`src/rtl/irqc_pkg.sv`:
```
package irqc_pkg;
  localparam int unsigned IDX_W = 3;

  typedef enum logic [IDX_W-1:0] {
    RI_MASK   = 3'd0,
    RI_PEND   = 3'd1,
    RI_TMODE  = 3'd2,
    RI_TPOL   = 3'd3,
    RI_OMODE  = 3'd4,
    RI_OPOL   = 3'd5,
    RI_INJECT = 3'd6,
    RI_NONE   = 3'd7
  } reg_idx_e;
endpackage

```
`src/rtl/irqc_sync.sv`:
```
module irqc_sync #(
  parameter int unsigned W      = 32,
  parameter int unsigned STAGES = 2
) (
  input  logic         clk,
  input  logic         rst_n,
  input  logic [W-1:0] d_i,
  output logic [W-1:0] q_o
);
  logic [STAGES-1:0][W-1:0] stg_q;
  logic [STAGES-1:0][W-1:0] stg_nxt;

  always_comb begin
    stg_nxt[0] = d_i;
    for (int s = 1; s < STAGES; s++) stg_nxt[s] = stg_q[s-1];
  end

  always_ff @(posedge clk or negedge rst_n) begin
    if (!rst_n) stg_q <= '0;
    else        stg_q <= stg_nxt;
  end

  assign q_o = stg_q[STAGES-1];
endmodule

```
`src/rtl/irqc_pending.sv`:
```
module irqc_pending #(
  parameter int unsigned W = 32
) (
  input  logic         clk,
  input  logic         rst_n,
  input  logic [W-1:0] sync_i,
  input  logic [W-1:0] mode_i,
  input  logic [W-1:0] pol_i,
  input  logic [W-1:0] ack_i,
  input  logic [W-1:0] inject_i,
  output logic [W-1:0] pend_o
);
  logic [W-1:0] prev_q;
  logic [W-1:0] pend_q;
  logic [W-1:0] pend_nxt;

  for (genvar b = 0; b < W; b++) begin : g_bit
    logic rise, fall, evt, lvl;
    assign rise = sync_i[b] & ~prev_q[b];
    assign fall = ~sync_i[b] & prev_q[b];
    assign evt  = pol_i[b] ? rise : fall;
    assign lvl  = ~(sync_i[b] ^ pol_i[b]);
    assign pend_nxt[b] = mode_i[b]
                       ? ((pend_q[b] & ~ack_i[b]) | evt | inject_i[b])
                       : (lvl | inject_i[b]);
  end

  always_ff @(posedge clk or negedge rst_n) begin
    if (!rst_n) begin
      prev_q <= '0;
      pend_q <= '0;
    end else begin
      prev_q <= sync_i;
      pend_q <= pend_nxt;
    end
  end

  assign pend_o = pend_q;

  // an edge bit that was set and not acknowledged remains set
  p_edge_hold_r7: assert property (@(posedge clk) disable iff (!rst_n)
    $past(rst_n) |-> (($past(pend_q & mode_i & ~ack_i) & ~pend_q) == '0));

  // an injected bit is pending on the following cycle
  p_inject_sets_r8: assert property (@(posedge clk) disable iff (!rst_n)
    $past(rst_n) |-> (($past(inject_i) & ~pend_q) == '0));

  // an inactive level line without injection is not pending
  p_level_follows_r5: assert property (@(posedge clk) disable iff (!rst_n)
    $past(rst_n) |-> (($past(~mode_i & ~inject_i & (sync_i ^ pol_i)) & pend_q) == '0));
endmodule

```
`src/rtl/irqc_outdrv.sv`:
```
module irqc_outdrv (
  input  logic clk,
  input  logic rst_n,
  input  logic req_i,
  input  logic mode_i,
  input  logic pol_i,
  output logic irq_o
);
  logic req_d_q;
  logic irq_q;
  logic active;
  logic irq_nxt;

  always_comb begin
    active  = mode_i ? (req_i & ~req_d_q) : req_i;
    irq_nxt = pol_i ? active : ~active;
  end

  always_ff @(posedge clk or negedge rst_n) begin
    if (!rst_n) begin
      req_d_q <= 1'b0;
      irq_q   <= 1'b1;
    end else begin
      req_d_q <= req_i;
      irq_q   <= irq_nxt;
    end
  end

  assign irq_o = irq_q;

  // active-low level output idles high when nothing is requested
  p_low_level_idle_r10: assert property (@(posedge clk) disable iff (!rst_n)
    (!mode_i && !pol_i && !req_i) |=> irq_o);

  // a high pulse in edge mode lasts a single cycle
  p_high_pulse_single_r11: assert property (@(posedge clk) disable iff (!rst_n)
    (mode_i && pol_i && $past(mode_i && pol_i) && irq_o) |=> !irq_o);

  // a low pulse in edge mode lasts a single cycle
  p_low_pulse_single_r11: assert property (@(posedge clk) disable iff (!rst_n)
    (mode_i && !pol_i && $past(mode_i && !pol_i) && !irq_o) |=> irq_o);
endmodule

```
`src/rtl/trig_irq_combiner.sv`:
```
module trig_irq_combiner #(
  parameter int unsigned N_SRC     = 32,
  parameter int unsigned ADDR_W    = 5,
  parameter int unsigned SYNC_DEPTH = 2
) (
  input  logic              clk,
  input  logic              rst_n,
  input  logic [ADDR_W-1:0] bus_addr,
  input  logic              bus_we,
  input  logic [N_SRC-1:0]  bus_wdata,
  output logic [N_SRC-1:0]  bus_rdata,
  input  logic [N_SRC-1:0]  src_in,
  output logic              irq_out
);
  import irqc_pkg::*;

  localparam int unsigned IDX_LSB = 2;

  logic [N_SRC-1:0] mask_q, tmode_q, tpol_q;
  logic [N_SRC-1:0] mask_nxt, tmode_nxt, tpol_nxt;
  logic             omode_q, opol_q, omode_nxt, opol_nxt;
  logic [N_SRC-1:0] src_sync, pend, ack, inject;
  logic             hi_zero;
  reg_idx_e         idx;
  logic             req_any;

  // address decode
  assign hi_zero = ((bus_addr >> (IDX_LSB + IDX_W)) == '0);
  always_comb begin
    idx = RI_NONE;
    if (hi_zero) idx = reg_idx_e'(bus_addr[IDX_LSB +: IDX_W]);
  end

  // next state of the configuration registers
  always_comb begin
    mask_nxt  = mask_q;
    tmode_nxt = tmode_q;
    tpol_nxt  = tpol_q;
    omode_nxt = omode_q;
    opol_nxt  = opol_q;
    if (bus_we) begin
      case (idx)
        RI_MASK:  mask_nxt  = bus_wdata;
        RI_TMODE: tmode_nxt = bus_wdata;
        RI_TPOL:  tpol_nxt  = bus_wdata;
        RI_OMODE: omode_nxt = bus_wdata[0];
        RI_OPOL:  opol_nxt  = bus_wdata[0];
        default: ;
      endcase
    end
  end

  always_ff @(posedge clk or negedge rst_n) begin
    if (!rst_n) begin
      mask_q  <= '0;
      tmode_q <= '0;
      tpol_q  <= '0;
      omode_q <= 1'b0;
      opol_q  <= 1'b0;
    end else if (bus_we) begin
      mask_q  <= mask_nxt;
      tmode_q <= tmode_nxt;
      tpol_q  <= tpol_nxt;
      omode_q <= omode_nxt;
      opol_q  <= opol_nxt;
    end
  end

  // one-cycle strobes toward the pending plane
  assign ack    = (bus_we && idx == RI_PEND)   ? bus_wdata : '0;
  assign inject = (bus_we && idx == RI_INJECT) ? bus_wdata : '0;

  irqc_sync #(.W(N_SRC), .STAGES(SYNC_DEPTH)) u_sync (
    .clk   (clk),
    .rst_n (rst_n),
    .d_i   (src_in),
    .q_o   (src_sync)
  );

  irqc_pending #(.W(N_SRC)) u_pend (
    .clk      (clk),
    .rst_n    (rst_n),
    .sync_i   (src_sync),
    .mode_i   (tmode_q),
    .pol_i    (tpol_q),
    .ack_i    (ack),
    .inject_i (inject),
    .pend_o   (pend)
  );

  assign req_any = |(pend & mask_q);

  irqc_outdrv u_out (
    .clk    (clk),
    .rst_n  (rst_n),
    .req_i  (req_any),
    .mode_i (omode_q),
    .pol_i  (opol_q),
    .irq_o  (irq_out)
  );

  // read mux
  always_comb begin
    bus_rdata = '0;
    case (idx)
      RI_MASK:  bus_rdata = mask_q;
      RI_PEND:  bus_rdata = pend;
      RI_TMODE: bus_rdata = tmode_q;
      RI_TPOL:  bus_rdata = tpol_q;
      RI_OMODE: bus_rdata[0] = omode_q;
      RI_OPOL:  bus_rdata[0] = opol_q;
      default:  bus_rdata = '0;
    endcase
  end

  // the inject register never returns data
  p_inject_reads_zero_r8: assert property (@(posedge clk) disable iff (!rst_n)
    (idx == RI_INJECT) |-> (bus_rdata == '0));

  // with everything masked the level output sits at its idle value
  p_masked_quiet_r9: assert property (@(posedge clk) disable iff (!rst_n)
    (mask_q == '0 && !omode_q) |=> (irq_out == !$past(opol_q)));
endmodule

```
`config.mk`:
```
export PLATFORM = sky130hd
export DESIGN_NAME = trig_irq_combiner
export DESIGN_NICKNAME = d
export VERILOG_FILES = /design/src/rtl/irqc_pkg.sv /design/src/rtl/irqc_sync.sv /design/src/rtl/irqc_pending.sv /design/src/rtl/irqc_outdrv.sv /design/src/rtl/trig_irq_combiner.sv
export SDC_FILE = /design/constraint.sdc
export NUM_CORES = 1
export LEC_CHECK = 0
export BUFFER_PORTS_ARGS = -buffer_cell sky130_fd_sc_hd__buf_2
export CAP_MARGIN = 20
export CORE_MARGIN = 4
export CORE_UTILIZATION = 35
export CTS_CLUSTER_DIAMETER = 40
export CTS_CLUSTER_SIZE = 28
export DETAILED_ROUTE_END_ITERATION = 6
export PLACE_DENSITY = 0.56
export SLEW_MARGIN = 20
export SYNTH_ARGS = -nofsm -noshare
export SYNTH_HDL_FRONTEND = slang
export SYNTH_SLANG_ARGS = --single-unit
```
`constraint.sdc`:
```
create_clock -name clk -period 1.6 [get_ports clk]
set_clock_uncertainty 0.15 [all_clocks]
set_input_delay 0.08 -clock clk [delete_from_list [all_inputs] [get_ports clk]]
set_output_delay 0.08 -clock clk [all_outputs]
set_load 0.02 [all_outputs]
```
# Yosys cells after proc, flatten, opt, wreduce, memory -nomap -nowiden
# Cells that the tools add are included.
[word_totals]
regBits = 228
in_bits = 72
out_inout_bits = 33
[classes]
n_eq_ne = 6
n_mux = 70
n_bitwise = 356
n_reduce_logical = 9
[ops]
columns = ["op", "count"]
rows = [
  ["$not A1 Y1", 130],
  ["$pmux W31 S4", 1],
  ["$and A1 B1 Y1", 97],
  ["$or A1 B1 Y1", 96],
  ["$mux W1", 66],
  ["$mux W32", 2],
  ["$and A32 B32 Y32", 1],
  ["$reduce_or A32 Y1", 1],
  ["$xor A1 B1 Y1", 32],
  ["$reduce_and A2 Y1", 5],
  ["$eq A3 B3 Y1 const B", 3],
  ["$eq A3 B2 Y1 const B", 2],
  ["$pmux W1 S6", 1],
  ["$eq A3 B1 Y1 const B", 1],
  ["$logic_not A3 Y1", 1],
  ["$logic_and A1 B1 Y1", 2],
]

# Logic depth before layout (Yosys ltp)
[logic_depth]
ltp_word = 8
depth_mapped = 7
depth_no_buf = 5

# Hierarchy
# From an unflattened synthesis, not the netlist that was laid out.
[hier_totals]
cells_unflattened = 812
hier_area_um2 = 9785.6
[by_module_without_submodules]
columns = ["module", "n_inst", "cells_each", "area_per_inst_um2", "seq_area_each_um2"]
rows = [
  ["trig_irq_combiner", 1, 426, 5352.6, 2452.4],
  ["irqc_pending", 1, 318, 2760.1, 1601.5],
  ["irqc_sync", 1, 64, 1601.5, 1601.5],
  ["irqc_outdrv", 1, 4, 71.3, 51.3],
]

# Worst setup path after synthesis
# OpenSTA, ideal clock, no wires.
[synth_timing]
path_type = "input to register"
from = "in bus_addr[2]"
to = "reg mask_q[10]"
setup_ns = 0.125
t_arrival_ns = 1.297
slack_ns = 0.029
stages = 6
path_cell_list = "buf_2 nor3_2 and2_1 clkbuf_1 buf_4 mux2_2"
[synth_via]
elab_chain_len = 2
[synth_lines]
columns = ["element", "line", "source"]
rows = [
  ["from (decl)", "trig_irq_combiner.sv:8", "input logic [ADDR_W-1:0] bus_addr,"],
  ["$logic_not A3 Y1", "trig_irq_combiner.sv:42", "case (idx)"],
  ["$reduce_and A2 Y1 (no source line)", "n/a", ""],
  ["to (signal assigned)", "trig_irq_combiner.sv:61", "mask_q <= mask_nxt;"],
  ["to (decl)", "trig_irq_combiner.sv:19", "logic [N_SRC-1:0] mask_q, tmode_q, tpol_q;"],
]
# No other way between the ends.
# A chain may end at the register's enable or synchronous reset.

# Worst setup path in the final report
[layout_timing]
from = "reg tmode_q[0]"
to = "out bus_rdata[0]"
[layout_via]
elab_chain_len = 1
[layout_lines]
columns = ["element", "line", "source"]
rows = [
  ["from (decl)", "trig_irq_combiner.sv:19", ""],
  ["from (signal assigned)", "trig_irq_combiner.sv:62", "tmode_q <= tmode_nxt;"],
  ["$pmux W1 S6", "trig_irq_combiner.sv:105", "case (idx)"],
  ["to (decl)", "trig_irq_combiner.sv:11", "output logic [N_SRC-1:0] bus_rdata,"],
]
# No other way between the ends.

==> results by group <==
GRT
  • Total global-route track usage: around 18%
  • Congestion Overflow GR: 0
  • Antenna violations before repair: 0
  • Largest net degree at the start of global routing: 58
  • Global-route wire length before repair: 39.98 mm
  • Via count of the first global-routing pass: between 7,000 and 8,000

Worst setup path
  • Launch instance of the worst register-to-register path: u_pend.pend_o[7]
  • Largest fanout of any net on the critical path: 2
  • Ordered cell list for the critical path: a221oi_2 > a21oi_1 > a221o_1 > buf_6
  • Highest-delay cell along the critical path: dfrtp_1
  • Number of cells on the worst reg-to-reg path: 6
  • Internal reg-to-reg setup slack: -0.03 ns
  • Crit path launch: tmode_q[0]
  • Delay of the slowest cell on the worst path: slightly below 0.4 ns
  • WS Path Type: flip-flop to output pin
  • Reg2Reg Capture Point: u_out.irq_o
  • Type of destination of the critical path: output pin
  • Gate family responsible for the most delay along the worst path: compound AO/OA/AOI/OAI gates
  • Buf/Inv on CP: 1
  • Arrival time of the worst setup path: around 1.7 ns
  • Data required time at the worst endpoint: approximately 1.4 ns
  • Startpoint types: flip-flop

Power
  • Switching component of the power: roughly 5000 uW
  • Power density of the placed cells: between 1000 and 1500 nW/um2
  • Clk pwr share: 40.6%
  • Total chip power: between 15,000 and 20,000 uW
  • Worst vdd rail ir drop: between 0.9 and 1 mV
  • Part of the power in combinational logic: 20.2%
  • Fraction of power spent switching nets: about a quarter
  • Internal Dissipation: about 14,000 uW
  • Share of total power in sequential cells: roughly 40%
  • Leak Pwr: around 0.0058 uW

Floorplanning
  • Number of rows created at floorplan: 58
  • Starting utilization of the core area: 35.71%
  • Number of I/O pins: about 110
  • Die ar.: 28,480 um2
  • Die outline height: approximately 170 um
  • Die Width: approximately 170 um
  • Core Area: roughly 25,000 um2

Synthesis
  • Count of synthesis-stage warnings from yosys: 0
  • Count of unique library cells instantiated by Yosys: 29
  • Leading register cell type out of synthesis: dfrtp_1
  • Syn_area_per_cell: roughly 13 um2
  • Syn nets: 758
  • Combined area of all synthesized cells: ~9000 um2
  • FFs w/ async S/R, synth: 100.0%
  • Number of cells produced by synthesis: between 600 and 700
  • Sequential cell area fraction in the yosys report: 63.09%
  • Flip-flop and latch count after synthesis: between 200 and 250
  • Post-synth EDFFs: 0

Timing
  • Final worst-path setup slack: -0.3027 ns
  • Fin. max-slew vios: 0
  • Max Clk Rate: between 500 and 600 MHz
  • Tightest hold margin: 0.05303 ns
  • Final critical path time including I/O delays and setup: roughly 1.9 ns
  • Total of endpoints with negative setup slack in the final report: 33
  • Worst rel slew slack: 78.66%
  • RSZ-0062 raised after global routing: yes
  • Final period utilization: 118.9%
  • Hold Fails Final Rpt: 0
  • Worst Tran Pin Value: between 0.3 and 0.4 ns

Clock network
  • TritonCTS clock tree: built
  • Total clock sinks: 228
  • Number of H-tree branching levels: 2
  • Total CTS buffers: 35
  • Library cell used as clock root buffer: clkbuf_16
  • Worst skew pair latency: 0.50 ns
  • Clock edge transition at the registers on the reported setup and hold paths: around 0.050 ns
  • Buffer depth of the longest clock path: 3

Route
  • Detailed-routing iteration count for the pre-antenna-repair pass: 5
  • Detail Route Antenna Nets: 0
  • Post-detailed-route wirelength per cell: approximately 18 um
  • Vias: roughly 7,000
  • Total routed wirelength: roughly 24 mm
  • Drt drc: 0
  • Drt initial violations: 516
  • Drt via density: 5.131

Place
  • Weighted congestion reported at the end of routability-driven placement: about 0.77
  • Quantity of I/O buffers inserted on ports: 102
  • Post-DP HPWL: about 15 mm

Worst hold path
  • Number of cells on the worst hold path: 5
  • Worst Hold End: omode_q
  • Worst Min Path Start: bus_addr[2]
  • Worst Hold Class: input pin to flip-flop

Outcome
  • Result of the run: finished, violations left
  • Violations in the final reports: negative setup slack

Layout
  • Antenna Diode Count: 0
  • Fin util: approximately half
  • Layout cells sized above 1: approximately two fifths
  • Area growth from synthesis to layout: 44.52%
  • Most frequent cells in the layout: dfrtp_1 (226), nand2_1 (98), mux2_2 (93), buf_4 (83), buf_2 (69)
  • Count of nets after finishing: between 1,000 and 1,500
  • Most frequent standard cell in the layout excluding fill and tap cells: dfrtp_1

Run
  • # Max-Cap Violations: 0
-- metrics by stage --
| stage | worst slack, ns | area (um2) | std cells | setup TNS (ns) |
|---|---|---|---|---|
| floorplan | 0.02862 | 9045 | 686 | 0 |
| global placement | -0.04021 | 10420 | 1143 | -0.1838 |
| detailed placement | -0.03401 | 10420 | 1143 | -0.07409 |
| CTS | -0.3143 | 12980 | 1324 | -6.780 |
| global route | -0.3419 | 13070 | 1330 | -7.790 |
| finish | -0.3027 | 13070 | 1330 | -6.085 |
-- worst max-delay path by stage --
| stage | end | slack (ns) | cells past startpoint |
|---|---|---|---|
| 2_1_floorplan | mask_q[10] | 0.03 | 6 |
| 5_1_grt | bus_rdata[11] | -0.34 | 4 |
| 6_report | bus_rdata[0] | -0.30 | 4 |
| 4_1_cts | bus_rdata[18] | -0.31 | 4 |
| 3_5_place_dp | u_out.irq_o | -0.03 | 6 |
| 3_3_place_gp | bus_rdata[1] | -0.04 | 7 |
-- Yosys cell counts (2+ instances only) --
cell type,number,area share (%)
a22o_1,35,3.4
dfrtp_1,227,63
mux2_1,5,0.62
a221oi_1,5,0.48
clkbuf_1,17,0.71
nand3_1,2,0.11
nand2_1,98,4.1
a221o_1,32,3.5
xnor2_1,2,0.19
a22oi_1,10,0.83
a21oi_1,3,0.17
nor3_1,32,1.8
nor2b_1,34,2.4
a31oi_1,31,2.1
and2_1,3,0.21
buf_4,4,0.33
a32oi_1,31,3.0
nand4_1,2,0.14
mux2_2,93,12
buf_2,11,0.61
-- layout make-up --
| type | instances | area (um2) |
|---|---|---|
| fill | 2219 | 12260 |
| sequential | 228 | 5708 |
| multi-input combinational | 426 | 3268 |
| timing repair buffer | 285 | 2481 |
| clock inverter | 17 | 229.0 |
| clock buffer | 44 | 972.2 |
| tap | 330 | 412.9 |
-- kinds of logic after synthesis --
family,Yosys count,share of synthesized area (%)
muxes,98,12.20
AOI/OAI and AO/OA,147,13.56
DFF,228,63.09
and+or+nand+nor,178,9.213
buffers and inverters,32,1.646
xor gates and xnor gates,3,0.2905
-- routing by layer --
layer  wire length (um)  global-route usage [%]  share of wire (%)
met3               1138                   3.270                4.7
met5                  0                       0                  0
met4                508                   5.222                2.1
met1              11400                   25.00                 47
met2              11360                   27.77                 47
-- state kept, by name (all words and copies together), names as in the netlist --
name            flops
u_sync.stg_nxt     32
tpol_q             32
u_pend.pend_o      32
tmode_q            32
u_out.req_d_q       1
u_out.irq_o         1
omode_q             1
u_pend.prev_q      32
mask_q             32
opol_q              1
u_sync.q_o         32
-- power by group through the flow --
stage | clock [uW] | sequential [uW] | combinational (uW)
finish | 7760 | 7490 | 3870
detailed placement | 0 | 7710 | 2660
global placement | 0 | 7700 | 2630
global route | 8190 | 7630 | 4210
CTS | 7950 | 7460 | 3780
floorplan | 0 | 7430 | 1620
-- tightest hold or removal path: stages --
cell     delay [ns]
buf_2          0.16
nor2b_1        0.08
buf_4          0.13
nand2_1        0.06
mux2_2         0.15
-- repair_timing --
| item | 4_1_cts | 5_1_grt |
|---|---|---|
| hold buffers | 68 | 1 |
| hold endpoints to repair | 390 | 15 |
| endpoints found under the setup margin | 33 | 64 |
| pin swaps | 13 | 17 |
| buffers inserted | 56 | 8 |
| resized for setup | 83 | 12 |
No activity file was read; power rests on OpenSTA's default activity.
